[src/rtl/sertx_pkg.sv]
package sertx_pkg;

  localparam int unsigned SAMPLE_W = 32;

  typedef enum logic [1:0] {
    WL16  = 2'd0,
    WL24  = 2'd1,
    WL32  = 2'd2,
    WL32X = 2'd3
  } wlen_e;

  function automatic int unsigned word_bits(input wlen_e wl);
    case (wl)
      WL16:    return 16;
      WL24:    return 24;
      default: return 32;
    endcase
  endfunction

  // Bit of sample d at slot position pos, given format and slot length.
  function automatic logic pick_bit(input logic [SAMPLE_W-1:0] d,
                                    input int unsigned pos,
                                    input wlen_e wl,
                                    input logic rj,
                                    input logic dly,
                                    input int unsigned slot);
    int unsigned w;
    int unsigned s;
    logic [4:0]  idx;
    logic        res;
    w = word_bits(wl);
    s = rj ? (slot - w) : 32'(dly);
    res = 1'b0;
    if ((pos >= s) && (pos < s + w)) begin
      idx = 5'(w - 1 - (pos - s));
      res = d[idx];
    end
    return res;
  endfunction

endpackage

[src/rtl/slot_tracker.sv]
module slot_tracker #(
  parameter int SLOT_BITS = 40,
  localparam int PW = $clog2(SLOT_BITS)
) (
  input  logic          clk,
  input  logic          rst,
  input  logic          bit_tick,
  input  logic          chan_sel,
  output logic          frame_start,
  output logic [PW-1:0] pos_now
);

  logic          last_q;
  logic [PW-1:0] pos_q;

  assign frame_start = bit_tick && !chan_sel && last_q;

  always_comb begin
    if (chan_sel != last_q)
      pos_now = '0;
    else if (pos_q == PW'(SLOT_BITS - 1))
      pos_now = pos_q;
    else
      pos_now = pos_q + 1'b1;
  end

  always_ff @(posedge clk) begin
    if (rst) begin
      last_q <= 1'b1;
      pos_q  <= PW'(SLOT_BITS - 1);
    end else if (bit_tick) begin
      last_q <= chan_sel;
      pos_q  <= pos_now;
    end
  end


  pos_restart_chk: assert property (@(posedge clk) disable iff (rst)
    (bit_tick && (chan_sel != last_q)) |=> (pos_q == '0));

endmodule

[src/rtl/pair_holder.sv]
module pair_holder
  import sertx_pkg::*;
(
  input  logic                clk,
  input  logic                rst,
  input  logic                in_valid,
  input  logic [SAMPLE_W-1:0] in_left,
  input  logic [SAMPLE_W-1:0] in_right,
  output logic                in_ready,
  input  logic                take,
  input  logic                underrun_clr,
  output logic [SAMPLE_W-1:0] nxt_l,
  output logic [SAMPLE_W-1:0] nxt_r,
  output logic [SAMPLE_W-1:0] act_l,
  output logic [SAMPLE_W-1:0] act_r,
  output logic                underrun
);

  logic [SAMPLE_W-1:0] hold_l, hold_r;
  logic                hold_full;

  assign in_ready = !hold_full;
  assign nxt_l    = hold_full ? hold_l : '0;
  assign nxt_r    = hold_full ? hold_r : '0;

  always_ff @(posedge clk) begin
    if (rst) begin
      hold_l    <= '0;
      hold_r    <= '0;
      hold_full <= 1'b0;
      act_l     <= '0;
      act_r     <= '0;
      underrun  <= 1'b0;
    end else begin
      if (underrun_clr)
        underrun <= 1'b0;
      if (take) begin
        act_l <= nxt_l;
        act_r <= nxt_r;
        if (hold_full)
          hold_full <= 1'b0;
        else
          underrun <= 1'b1;
      end
      if (in_valid && !hold_full) begin
        hold_l    <= in_left;
        hold_r    <= in_right;
        hold_full <= 1'b1;
      end
    end
  end


  accept_blocks_chk: assert property (@(posedge clk) disable iff (rst)
    (in_valid && in_ready && !take) |=> !in_ready);


  underrun_sticky_chk: assert property (@(posedge clk) disable iff (rst)
    (underrun && !underrun_clr) |=> underrun);


  underrun_raise_chk: assert property (@(posedge clk) disable iff (rst)
    (take && in_ready) |=> underrun);

endmodule

[src/rtl/stereo_serializer.sv]
module stereo_serializer
  import sertx_pkg::*;
#(
  parameter int SLOT_BITS = 40
) (
  input  logic                clk,
  input  logic                rst,
  input  logic                bit_tick,
  input  logic                chan_sel,
  input  logic                core_en,
  input  logic                tx_en,
  input  logic [1:0]          wlen_sel,
  input  logic                rjust,
  input  logic                msb_delay,
  input  logic [SAMPLE_W-1:0] in_left,
  input  logic [SAMPLE_W-1:0] in_right,
  input  logic                in_valid,
  output logic                in_ready,
  input  logic                underrun_clr,
  output logic                underrun,
  output logic                sdata
);

  localparam int PW = $clog2(SLOT_BITS);

  logic                frame_start;
  logic [PW-1:0]       pos_now;
  logic [SAMPLE_W-1:0] nxt_l, nxt_r, act_l, act_r;
  logic                run_next, take;

  logic                run_q;
  wlen_e               wl_q;
  logic                rj_q, dly_q;
  logic                sdata_q;

  assign run_next = core_en && tx_en;
  assign take     = frame_start && run_next;
  assign sdata    = sdata_q;

  slot_tracker #(.SLOT_BITS(SLOT_BITS)) u_slot (
    .clk         (clk),
    .rst         (rst),
    .bit_tick    (bit_tick),
    .chan_sel    (chan_sel),
    .frame_start (frame_start),
    .pos_now     (pos_now)
  );

  pair_holder u_hold (
    .clk          (clk),
    .rst          (rst),
    .in_valid     (in_valid),
    .in_left      (in_left),
    .in_right     (in_right),
    .in_ready     (in_ready),
    .take         (take),
    .underrun_clr (underrun_clr),
    .nxt_l        (nxt_l),
    .nxt_r        (nxt_r),
    .act_l        (act_l),
    .act_r        (act_r),
    .underrun     (underrun)
  );

  always_ff @(posedge clk) begin
    if (rst) begin
      run_q   <= 1'b0;
      wl_q    <= WL16;
      rj_q    <= 1'b0;
      dly_q   <= 1'b0;
      sdata_q <= 1'b0;
    end else if (bit_tick) begin
      if (frame_start) begin
        run_q   <= run_next;
        wl_q    <= wlen_e'(wlen_sel);
        rj_q    <= rjust;
        dly_q   <= msb_delay;
        sdata_q <= run_next &&
                   pick_bit(nxt_l, 0, wlen_e'(wlen_sel), rjust, msb_delay,
                            SLOT_BITS);
      end else begin
        sdata_q <= run_q &&
                   pick_bit(chan_sel ? act_r : act_l, 32'(pos_now), wl_q,
                            rj_q, dly_q, SLOT_BITS);
      end
    end
  end


  quiet_between_ticks_chk: assert property (@(posedge clk) disable iff (rst)
    !bit_tick |=> $stable(sdata));


  idle_frame_low_chk: assert property (@(posedge clk) disable iff (rst)
    !run_q |-> (sdata == 1'b0));


  reset_low_chk: assert property (@(posedge clk)
    $past(rst) |-> (sdata == 1'b0 && underrun == 1'b0));

endmodule

[config.mk]
export PLATFORM = sky130hd
export DESIGN_NAME = stereo_serializer
export DESIGN_NICKNAME = d
export VERILOG_FILES = /design/src/rtl/sertx_pkg.sv /design/src/rtl/slot_tracker.sv /design/src/rtl/pair_holder.sv /design/src/rtl/stereo_serializer.sv
export SDC_FILE = /design/constraint.sdc
export NUM_CORES = 1
export LEC_CHECK = 0
export BUFFER_PORTS_ARGS = -buffer_cell sky130_fd_sc_hd__buf_2
export CELL_PAD_IN_SITES_DETAIL_PLACEMENT = 0
export CELL_PAD_IN_SITES_GLOBAL_PLACEMENT = 2
export CORE_ASPECT_RATIO = 1.2
export CORE_UTILIZATION = 36
export DETAILED_ROUTE_END_ITERATION = 8
export PLACE_DENSITY = 0.88
export SYNTH_ARGS = -nofsm -noshare
export SYNTH_HDL_FRONTEND = slang
export SYNTH_SLANG_ARGS = --single-unit
[constraint.sdc]
create_clock -name clk -period 5.85 [get_ports clk]
set_input_delay 1.17 -clock clk [delete_from_list [all_inputs] [get_ports clk]]
set_output_delay 1.17 -clock clk [all_outputs]
set_load 0.1 [all_outputs]
==> results of run 1 <==
-- Yosys cell counts, types with 6 or more instances --
| library cell | instances |
|---|---|
| ha_1 | 9 |
| nor2b_1 | 9 |
| nand3_1 | 79 |
| buf_1 | 9 |
| a21oi_1 | 141 |
| buf_2 | 17 |
| nand2_1 | 213 |
| o21ai_0 | 6 |
| clkbuf_1 | 35 |
| dfxtp_1 | 143 |
| nor2_1 | 19 |
| inv_1 | 7 |
| mux2i_1 | 40 |
-- state kept, by name (all words and copies together) (netlist names) --
register / cells
u_hold.act_l: 32
u_hold.act_r: 32
u_hold.hold_l: 32
u_hold.hold_r: 32
u_slot.pos_q: 6
wl_q: 2
dly_q: 1
rj_q: 1
run_q: 1
sdata: 1
u_hold.hold_full: 1
u_hold.underrun: 1
u_slot.last_q: 1
-- where the power goes --
group / internal, mW / switching [mW]
clock: 0.720 / 0.443
combinational: 0.123 / 0.196
sequential: 1.01 / 0.0249
-- placed cells by master, fill, tap and decap left out, types with 2 or more instances in the layout --
cell          n
a211oi_1      3
mux2i_1      40
nor3_1        4
o21ai_0       6
nand2b_1      4
mux4_2        3
a22oi_1       5
clkinv_2      2
ha_1          9
clkinv_4      2
xnor2_1       5
bufinv_16     4
nor2_1       19
xor2_1        5
a31oi_1       4
inv_1         7
nor2b_1       8
nand2_1     212
clkbuf_16    17
buf_2        77
nand4_1       3
dfxtp_1     142
clkinvlp_4    2
nand3_1      78
buf_4         8
a21oi_1     141
inv_6         5
-- per-layer routing --
| layer | share of wire, % | vias to the layer above | global-route usage [%] |
|---|---|---|---|
| li1 | - | 2740 | - |
| met2 | 51 | 85 | 32.9 |
| met4 | 1.4 | 0 | 6.48 |
| met3 | 2.8 | 21 | 3.84 |
| met1 | 45 | 2499 | 24.4 |
| met5 | 0 | - | 0 |
-- worst max-delay path: cells and delay by family --
kind / cells / cell delay, ns
and+or+nand+nor: 4 / 0.69
muxes: 1 / 0.30
AOI/OAI and AO/OA: 3 / 0.47
buffers and inverters: 2 / 0.62
xor gates and xnor gates: 1 / 0.23
adders and majority gates: 2 / 0.90
-- worst paths after layout --
| check | start | to | slack, ns | cells past startpoint |
|---|---|---|---|---|
| min reg2reg | u_hold.act_l[22] | u_hold.act_l[22] | 0.45 | 2 |
| min | u_hold.act_l[22] | u_hold.act_l[22] | 0.45 | 2 |
| max | chan_sel | sdata | 1.78 | 13 |
| max reg2reg | u_slot.pos_q[0] | sdata | 2.16 | 14 |
-- cells by family (layout without fill, tap and decap cells) --
| logic type | count (synthesis) | count (layout) | share of synthesized area, % |
|---|---|---|---|
| simple gates | 338 | 338 | 23.2 |
| compound gates | 167 | 167 | 14.4 |
| flops | 143 | 143 | 46.1 |
| buf+inv | 69 | 124 | 4.64 |
| mux | 44 | 44 | 7.72 |
| fa+ha+maj | 11 | 11 | 2.30 |
| xor+xnor | 11 | 11 | 1.67 |
-- stage by stage --
| stage | hold slack (ns) | setup WS, ns | utilization (%) | instances |
|---|---|---|---|---|
| floorplan | 0.429 | 2.17 | - | 783 |
| global placement | 0.440 | 1.34 | 39.6 | 1022 |
| detailed placement | 0.446 | 1.31 | 39.6 | 1022 |
| CTS | 0.454 | 1.74 | 43.4 | 1054 |
| global route | 0.473 | 1.44 | 43.4 | 1054 |
| finish | 0.450 | 1.78 | 43.4 | 1054 |
-- final cells by class --
class                           count  area (um2)
Fill cell                        1773        9540
Multi-Input combinational cell    571        3070
Sequential cell                   143        2860
Timing Repair Buffer               85         445
Clock buffer                       17         425
Tap cell                          216         270
Clock inverter                     15         206
Inverter                            7        26.3
==> results.cfg, run 1 <==
[outcome]
outcome = finished clean

[cts]
cts_made_buffers = 17
cts_tree = yes
htreeDepth = 4
worstSkewPairLatency_ns = 0.42
cts_max_path_buffers = 2
cts_resized = 0
cts.sinks = 143
cts.clk_slew.worst_paths_ns = 0.06
post-cts-setup-buffers = 0
ctsHoldBuffers = 0
cts_root_buf = clkbuf_16

[cells_and_area]
nNetsFinal = 911
diodes = 0
fin_area_um2 = 7310
area_delta_synth_final_pct = 17.8
drive_gt1_share_pct = 15.5

[floorplan]
die-area_um2 = 17800
ioPinCount = 79
start_util_pct = 36.8
core_um2 = 16900
rows = 52
fp.dieW_um = 122
die_y_um = 146

[yosys]
synthTopCellsByArea = dfxtp_1 (46%), nand2_1 (13%), a21oi_1 (11%)
synth-seq-area-share_pct = 46.1
synthCells = 783
synth_edf_count = 0
syn_nets = 869
synth.distinct_cells = 41
synth_largest_area_cell = dfxtp_1
synth.top_cell.area_share_pct = 46.1
ys_warn_count = 0
syn_area_um2 = 6210
ys_async_sr_fraction_pct = 0
synth-seq-cells = 143
ys.flop_type = dfxtp_1
avgSynthCellArea_um2 = 7.93

[sta]
tightestPinTransition_ns = 1.20
fin_crit_ns = 4.07
fin_crit_sh_pct = 69.6
max_freq_ghz = 0.245
rsz0062_at_grt = false
final.setup.tns_ns = 0
fin_skew_ns = 0.00495
finalHoldViolations = 0
setup_viol = 0
drv_slew = 0
max_slew_margin_pct = 20.2

[drt]
vias = 5345
vias_per_cell = 5.07
initialDrtViolationCount = 288
ant_nets = 0
drc = 0
wire_per_inst_um = 15.4
dr.pass1.iters = 5
routed_wl_um = 16200

[critical_path]
critical_path_class = input pin to flip-flop
crit_chain = buf_2, xor2_2, nand2b_1, ha_1, ha_1, buf_4, nor2b_1, nand2_1, nand3_1, o22a_1, o311ai_0, mux2_2, a32o_1
cp_slowest_stage_delay_ns = 0.67
cp.required_ns = 6.17
crit_slowest_cell = ha_1
start_kind = input pin
critPathCaptureType = flip-flop
crit_fanout = 17
crit_arrival_ns = 4.39
worst_path_most_repeated_cell = ha_1

[global_route]
grt_max_degree = 74
first_global_vias = 5177
grt_overflow = 0
grt_antenna_before_repair = 0
grt_use_total_pct = 19.5
grt_first_pass_wirelength_um = 27000

[place]
place_hpwl_um = 11300
post_dp_cell_area_um2 = 6680
gp_congestion = 0.797
port_buffers = 78

[run]
cap_violations = 0

[pwr]
p_leak_nw = 2.87
power.density_nw_per_um2 = 344
vdd_ir_drop_max_mv = 0.200
power.total_mw = 2.51

[min_path]
hp-class = flip-flop to flip-flop
Power figures use the tool's default switching activity.
==> run 2: changes to the inputs <==
--- a/config.mk
+++ b/config.mk
@@ -9,9 +9,9 @@
 export CELL_PAD_IN_SITES_DETAIL_PLACEMENT = 0
 export CELL_PAD_IN_SITES_GLOBAL_PLACEMENT = 2
 export CORE_ASPECT_RATIO = 1.2
-export CORE_UTILIZATION = 36
+export CORE_UTILIZATION = 30
 export DETAILED_ROUTE_END_ITERATION = 8
-export PLACE_DENSITY = 0.88
+export PLACE_DENSITY = 0.79
 export SYNTH_ARGS = -nofsm -noshare
 export SYNTH_HDL_FRONTEND = slang
 export SYNTH_SLANG_ARGS = --single-unit
==> constraint.sdc (replaced) <==
create_clock -name clk -period 3.3 [get_ports clk]
set_input_delay 0.66 -clock clk [delete_from_list [all_inputs] [get_ports clk]]
set_output_delay 0.66 -clock clk [all_outputs]
set_load 0.1 [all_outputs]
==> run 2 against run 1 <==
Effect of this change: critical path depth is 1 higher; core utilization is 5.6 points lower; sequential cell count stayed put; hold slack hardly changed; sequential share of layout area is 1.7 points lower; setup slack worse by 1.6 ns; die area is 20% higher; design area is 4.6% higher; global-route usage is 2.9 points lower; largest cell class unchanged; largest power group unchanged; highest routed layer unchanged.
==> results.cfg, run 2 (same netlist as run 1, synthesis figures left out) <==
[floorplan]
ioPinCount = 79
die_y_um = 160
start_util_pct = 30.7
core_um2 = 20300
die-area_um2 = 21300
rows = 57
fp.dieW_um = 133

[global_route]
grt_overflow = 0
grt_use_total_pct = 16.5
grt_antenna_before_repair = 0
first_global_vias = 5448
grt_first_pass_wirelength_um = 27800
grt_max_degree = 69

[sta]
max_freq_ghz = 0.319
fin_crit_ns = 3.13
tightestPinTransition_ns = 0.756
max_slew_margin_pct = 49.5
fin_crit_sh_pct = 94.9
timing.hold.ws_ns = 0.449
drv_slew = 0
rsz0062_at_grt = false
fin_skew_ns = 0.0122
finalHoldViolations = 0
setup_viol = 0

[cts]
worstSkewPairLatency_ns = 0.43
cts_max_path_buffers = 2
cts.sinks = 143
cts_tree = yes
cts_root_buf = clkbuf_16
htreeDepth = 4
cts.clk_slew.worst_paths_ns = 0.06
cts_made_buffers = 17

[drt]
drc = 0
routed_wl_um = 16800
initialDrtViolationCount = 235
dr.pass1.iters = 4
wire_per_inst_um = 14.9
vias_per_cell = 4.83
vias = 5433
ant_nets = 0

[critical_path]
r2r_slack_ns = 0.17
critPathCaptureType = flip-flop
start_kind = flip-flop
crit_arrival_ns = 3.45
critical_path_class = flip-flop to flip-flop
crit_start = u_slot.pos_q[0]
crit_end = sdata
r2r-end = sdata
crit_fanout = 5
cp.required_ns = 3.62
r2r_cells = 14
worstReg2RegStart = u_slot.pos_q[0]

[place]
place_hpwl_um = 11700
gp_congestion = 0.866
port_buffers = 78
post_dp_cell_area_um2 = 6940

[cells_and_area]
nNetsFinal = 933
diodes = 0
fin_area_um2 = 7650
area_delta_synth_final_pct = 23.2
drive_gt1_share_pct = 18.3
final_common_cell = nand2_1
final_cell_mix = nand2_1 (212), a21oi_1 (141), dfxtp_1 (140), nand3_1 (78), buf_2 (77)

[pwr]
power.total_mw = 4.60
power.density_nw_per_um2 = 601
p_leak_nw = 3.00
vdd_ir_drop_max_mv = 0.374

[run]
cap_violations = 0

[min_path]
holdPathStages = 2
hp-class = flip-flop to flip-flop

[outcome]
outcome = finished clean
-- run 2: cell types whose count changed in the layout (fill, tap and decap cells not counted), sizes merged --
cell    before  now
inv         12    8
clkinv       4    5
bufinv       4    5
clkbuf      17   19
buf         85  107
-- run 2: cell type report --
type | instances | area [um2]
fill | 2175 | 12600
clock buffer | 19 | 443
tap | 265 | 332
sequential | 143 | 2870
clock inverter | 13 | 210
inverter | 7 | 26.3
timing repair buffer | 107 | 652
multi-input combinational | 571 | 3120
-- run 2: repair_timing --
action	in CTS	in global routing
endpoints found under the setup margin	1	1
gates resized for setup	1	10
endpoints found under the hold margin	0	0
setup buffers	0	1
pin swaps	0	2
hold buffers	0	0
-- run 2: through the flow --
step / instances / util [%] / TNS [ns] / worst slack (ns)
after detailed placement: 1092 / 34.2 / -0.0554 / -0.0554
after global placement: 1092 / 34.2 / 0 / 0.00710
after global routing: 1125 / 37.8 / 0 / 0.0391
after floorplan: 783 / - / 0 / 0.133
final: 1125 / 37.8 / 0 / 0.168
after CTS: 1124 / 37.5 / 0 / 0.00141
-- run 2: worst min path at each step --
| stage | to | slack (ns) | from |
|---|---|---|---|
| floorplan | u_hold.act_r[2] | 0.43 | u_hold.act_r[2] |
| global placement | u_hold.act_l[31] | 0.44 | u_hold.act_l[31] |
| detailed placement | u_hold.act_r[19] | 0.45 | u_hold.act_r[19] |
| CTS | u_hold.act_l[31] | 0.45 | u_hold.act_l[31] |
| global route | u_hold.hold_r[4] | 0.46 | in_right[4] |
| finish | u_hold.act_r[9] | 0.45 | u_hold.act_r[9] |
-- run 2: critical path, stage by stage (launching register included) --
cell and delay [ns]:
dfxtp_2 0.38, ha_4 0.17, nand4_1 0.18, mux2i_1 0.17, or2_2 0.32, buf_4 0.16, ha_1 0.21, ha_1 0.24
xor2_1 0.21, nand2_1 0.13, a21oi_1 0.05, a31oi_1 0.20, nand3_1 0.12, mux2_2 0.28, a32o_1 0.22
-- run 2: routing by layer --
| layer | GRT usage [%] | up-vias | share of wire (%) |
|---|---|---|---|
| met5 | 0 | - | 0 |
| met4 | 5.27 | 0 | 1.5 |
| met3 | 3.72 | 18 | 3.1 |
| met2 | 27.5 | 91 | 49 |
| met1 | 21.0 | 2538 | 47 |
| li1 | - | 2786 | - |
-- run 2: power by group --
part           leakage [nW]  internal, mW  switching [mW]
clock                 0.314          1.36           0.755
sequential             1.16          1.79          0.0432
combinational          1.53         0.277           0.372
total                  3.00          3.43            1.17
==> run 3: changes to the inputs <==
==> constraint.sdc (replaced) <==
create_clock -name clk -period 2.55 [get_ports clk]
set_input_delay 0.51 -clock clk [delete_from_list [all_inputs] [get_ports clk]]
set_output_delay 0.51 -clock clk [all_outputs]
set_load 0.1 [all_outputs]
==> run 3 against run 2 <==
Effect of this change: the run now ends with negative setup slack left; sequential power grew 30%; final cell count grew 1.2%; core utilization grew 0.41 points; non-clock buffer count grew 13; clock power grew 17%; wire length shrank 0.24%; critical path type unchanged; via count shrank 0.37%; sequential share of layout area shrank 0.39 points; maximum frequency grew 9.6%; total power grew 25%; critical path depth shrank 1; first-iteration DRC count grew 34%.
==> results.cfg, run 3 (same netlist as run 1, synthesis figures left out) <==
[critical_path]
crit_slowest_cell = dfxtp_2
r2r_cells = 13
cp_slowest_stage_delay_ns = 0.35
crit_fanout = 7
critPathCaptureType = flip-flop
crit_chain = ha_4, nand4_1, buf_4, mux2i_1, or2_4, ha_4, mux4_2, mux2i_1, nor3_1, a31oi_1, nand3_1, mux2_4, a32o_1
critical_path_class = flip-flop to flip-flop
worstReg2RegStart = u_slot.pos_q[1]
r2r_slack_ns = -0.31
crit_arrival_ns = 3.18
cp_top_family = multiplexers
timing.critical_path.buf_inv = 1
cp.required_ns = 2.87
r2r-end = sdata
start_kind = flip-flop

[drt]
initialDrtViolationCount = 314
ant_nets = 0
dr.pass1.iters = 4
vias = 5413
vias_per_cell = 4.76
routed_wl_um = 16700
drc = 0
wire_per_inst_um = 14.7

[pwr]
vdd_ir_drop_max_mv = 0.467
power.total_mw = 5.73
power.density_nw_per_um2 = 741
p_leak_nw = 3.04

[cts]
cts_made_buffers = 17
cts_root_buf = clkbuf_16
htreeDepth = 4
cts_tree = yes
cts.clk_slew.worst_paths_ns = 0.06
cts_max_path_buffers = 2
worstSkewPairLatency_ns = 0.43
cts.sinks = 143
post-cts-setup-buffers = 0

[global_route]
first_global_vias = 5322
grt_antenna_before_repair = 0
grt_use_total_pct = 16.6
grt_max_degree = 68
grt_first_pass_wirelength_um = 27400
grt_overflow = 0

[sta]
fin_skew_ns = 0.00989
timing.final.ws_setup_ns = -0.307
max_slew_margin_pct = 56.6
fin_crit_sh_pct = 112
tightestPinTransition_ns = 0.651
finalHoldViolations = 0
fin_crit_ns = 2.86
drv_slew = 0
final.setup.tns_ns = -0.307
rsz0062_at_grt = true
setup_viol = 1
max_freq_ghz = 0.350

[place]
gp_congestion = 0.847
place_worst_setup_slack_ns = -0.372
place_hpwl_um = 11800
port_buffers = 78

[floorplan]
ioPinCount = 79
rows = 57
die-area_um2 = 21300
fp.dieW_um = 133
start_util_pct = 30.7
core_um2 = 20300
die_y_um = 160

[cells_and_area]
final_cell_mix = nand2_1 (212), a21oi_1 (141), dfxtp_1 (139), nand3_1 (78), buf_2 (77)
drive_gt1_share_pct = 19.8
diodes = 0
area_delta_synth_final_pct = 24.5
final_common_cell = nand2_1
nNetsFinal = 946

[outcome]
outcome = finished with violations
violations = negative setup slack

[run]
cap_violations = 0

[min_path]
holdPathStages = 3
hp-class = input pin to flip-flop
hold-path-endpoint = u_hold.hold_l[18]
hold_start = in_left[18]
[run 3: changes by cell type in the layout (fill, tap and decap cells not counted), moves of 2 or more]
cell / previous run / this run
clkinvlp_4: 2 / 7
bufinv_16: 5 / 2
buf_4: 26 / 39
clkinv_2: 2 / 0
[run 3: through the flow]
stage          utilization [%]  instance area, um2  hold WS [ns]  std cells
2_1_floorplan                -                6300         0.429        783
3_3_place_gp              35.2                7130         0.438       1106
3_5_place_dp              35.2                7130         0.442       1106
4_1_cts                   38.2                7730         0.293       1138
5_1_grt                   38.2                7730         0.307       1138
6_report                  38.2                7730         0.310       1138
[run 3: routing by layer]
layer,wire length [um],part of all wire [%],up-vias,GRT usage (%)
li1,-,-,2813,-
met3,451,2.7,9,3.66
met5,0,0,-,0
met2,8510,51,66,28.7
met1,7610,45,2525,20.2
met4,168,1.0,0,5.53
[run 3: timing repair]
item | 4_1_cts | 5_1_grt
endpoints found under the setup margin | 1 | 1
hold endpoints to repair | 0 | 0
resized for setup | 2 | 0
pin swaps | 3 | 0
hold buffers | 0 | 0
[run 3: final cells by class]
cell class | count | area, um2
inverters | 7 | 26.3
flip-flops and latches | 143 | 2870
clock inverters | 14 | 159
fillers | 2205 | 12500
repair buffers | 120 | 758
clock buffers | 18 | 439
well taps | 265 | 332
multi-input cells | 571 | 3150
[run 3: worst max-delay path by stage]
stage,from,endpoint,depth (start not counted)
floorplan,u_slot.pos_q[4],sdata,14
global placement,chan_sel,sdata,11
detailed placement,chan_sel,sdata,11
CTS,u_slot.pos_q[1],sdata,13
global route,u_slot.pos_q[0],sdata,12
finish,u_slot.pos_q[1],sdata,13
[run 3: power by group]
group          switching, mW  total (mW)  internal (mW)
clock network           1.01        2.49           1.48
registers             0.0530        2.37           2.31
logic                  0.485       0.877          0.393
[run 3: worst register-to-register path, stage by stage (launching register included)]
cell     delay, ns
dfxtp_2       0.35
ha_4          0.13
nand4_1       0.12
buf_4         0.17
mux2i_1       0.11
or2_4         0.25
ha_4          0.33
mux4_2        0.32
mux2i_1       0.16
nor3_1        0.06
a31oi_1       0.16
nand3_1       0.11
mux2_4        0.28
a32o_1        0.21
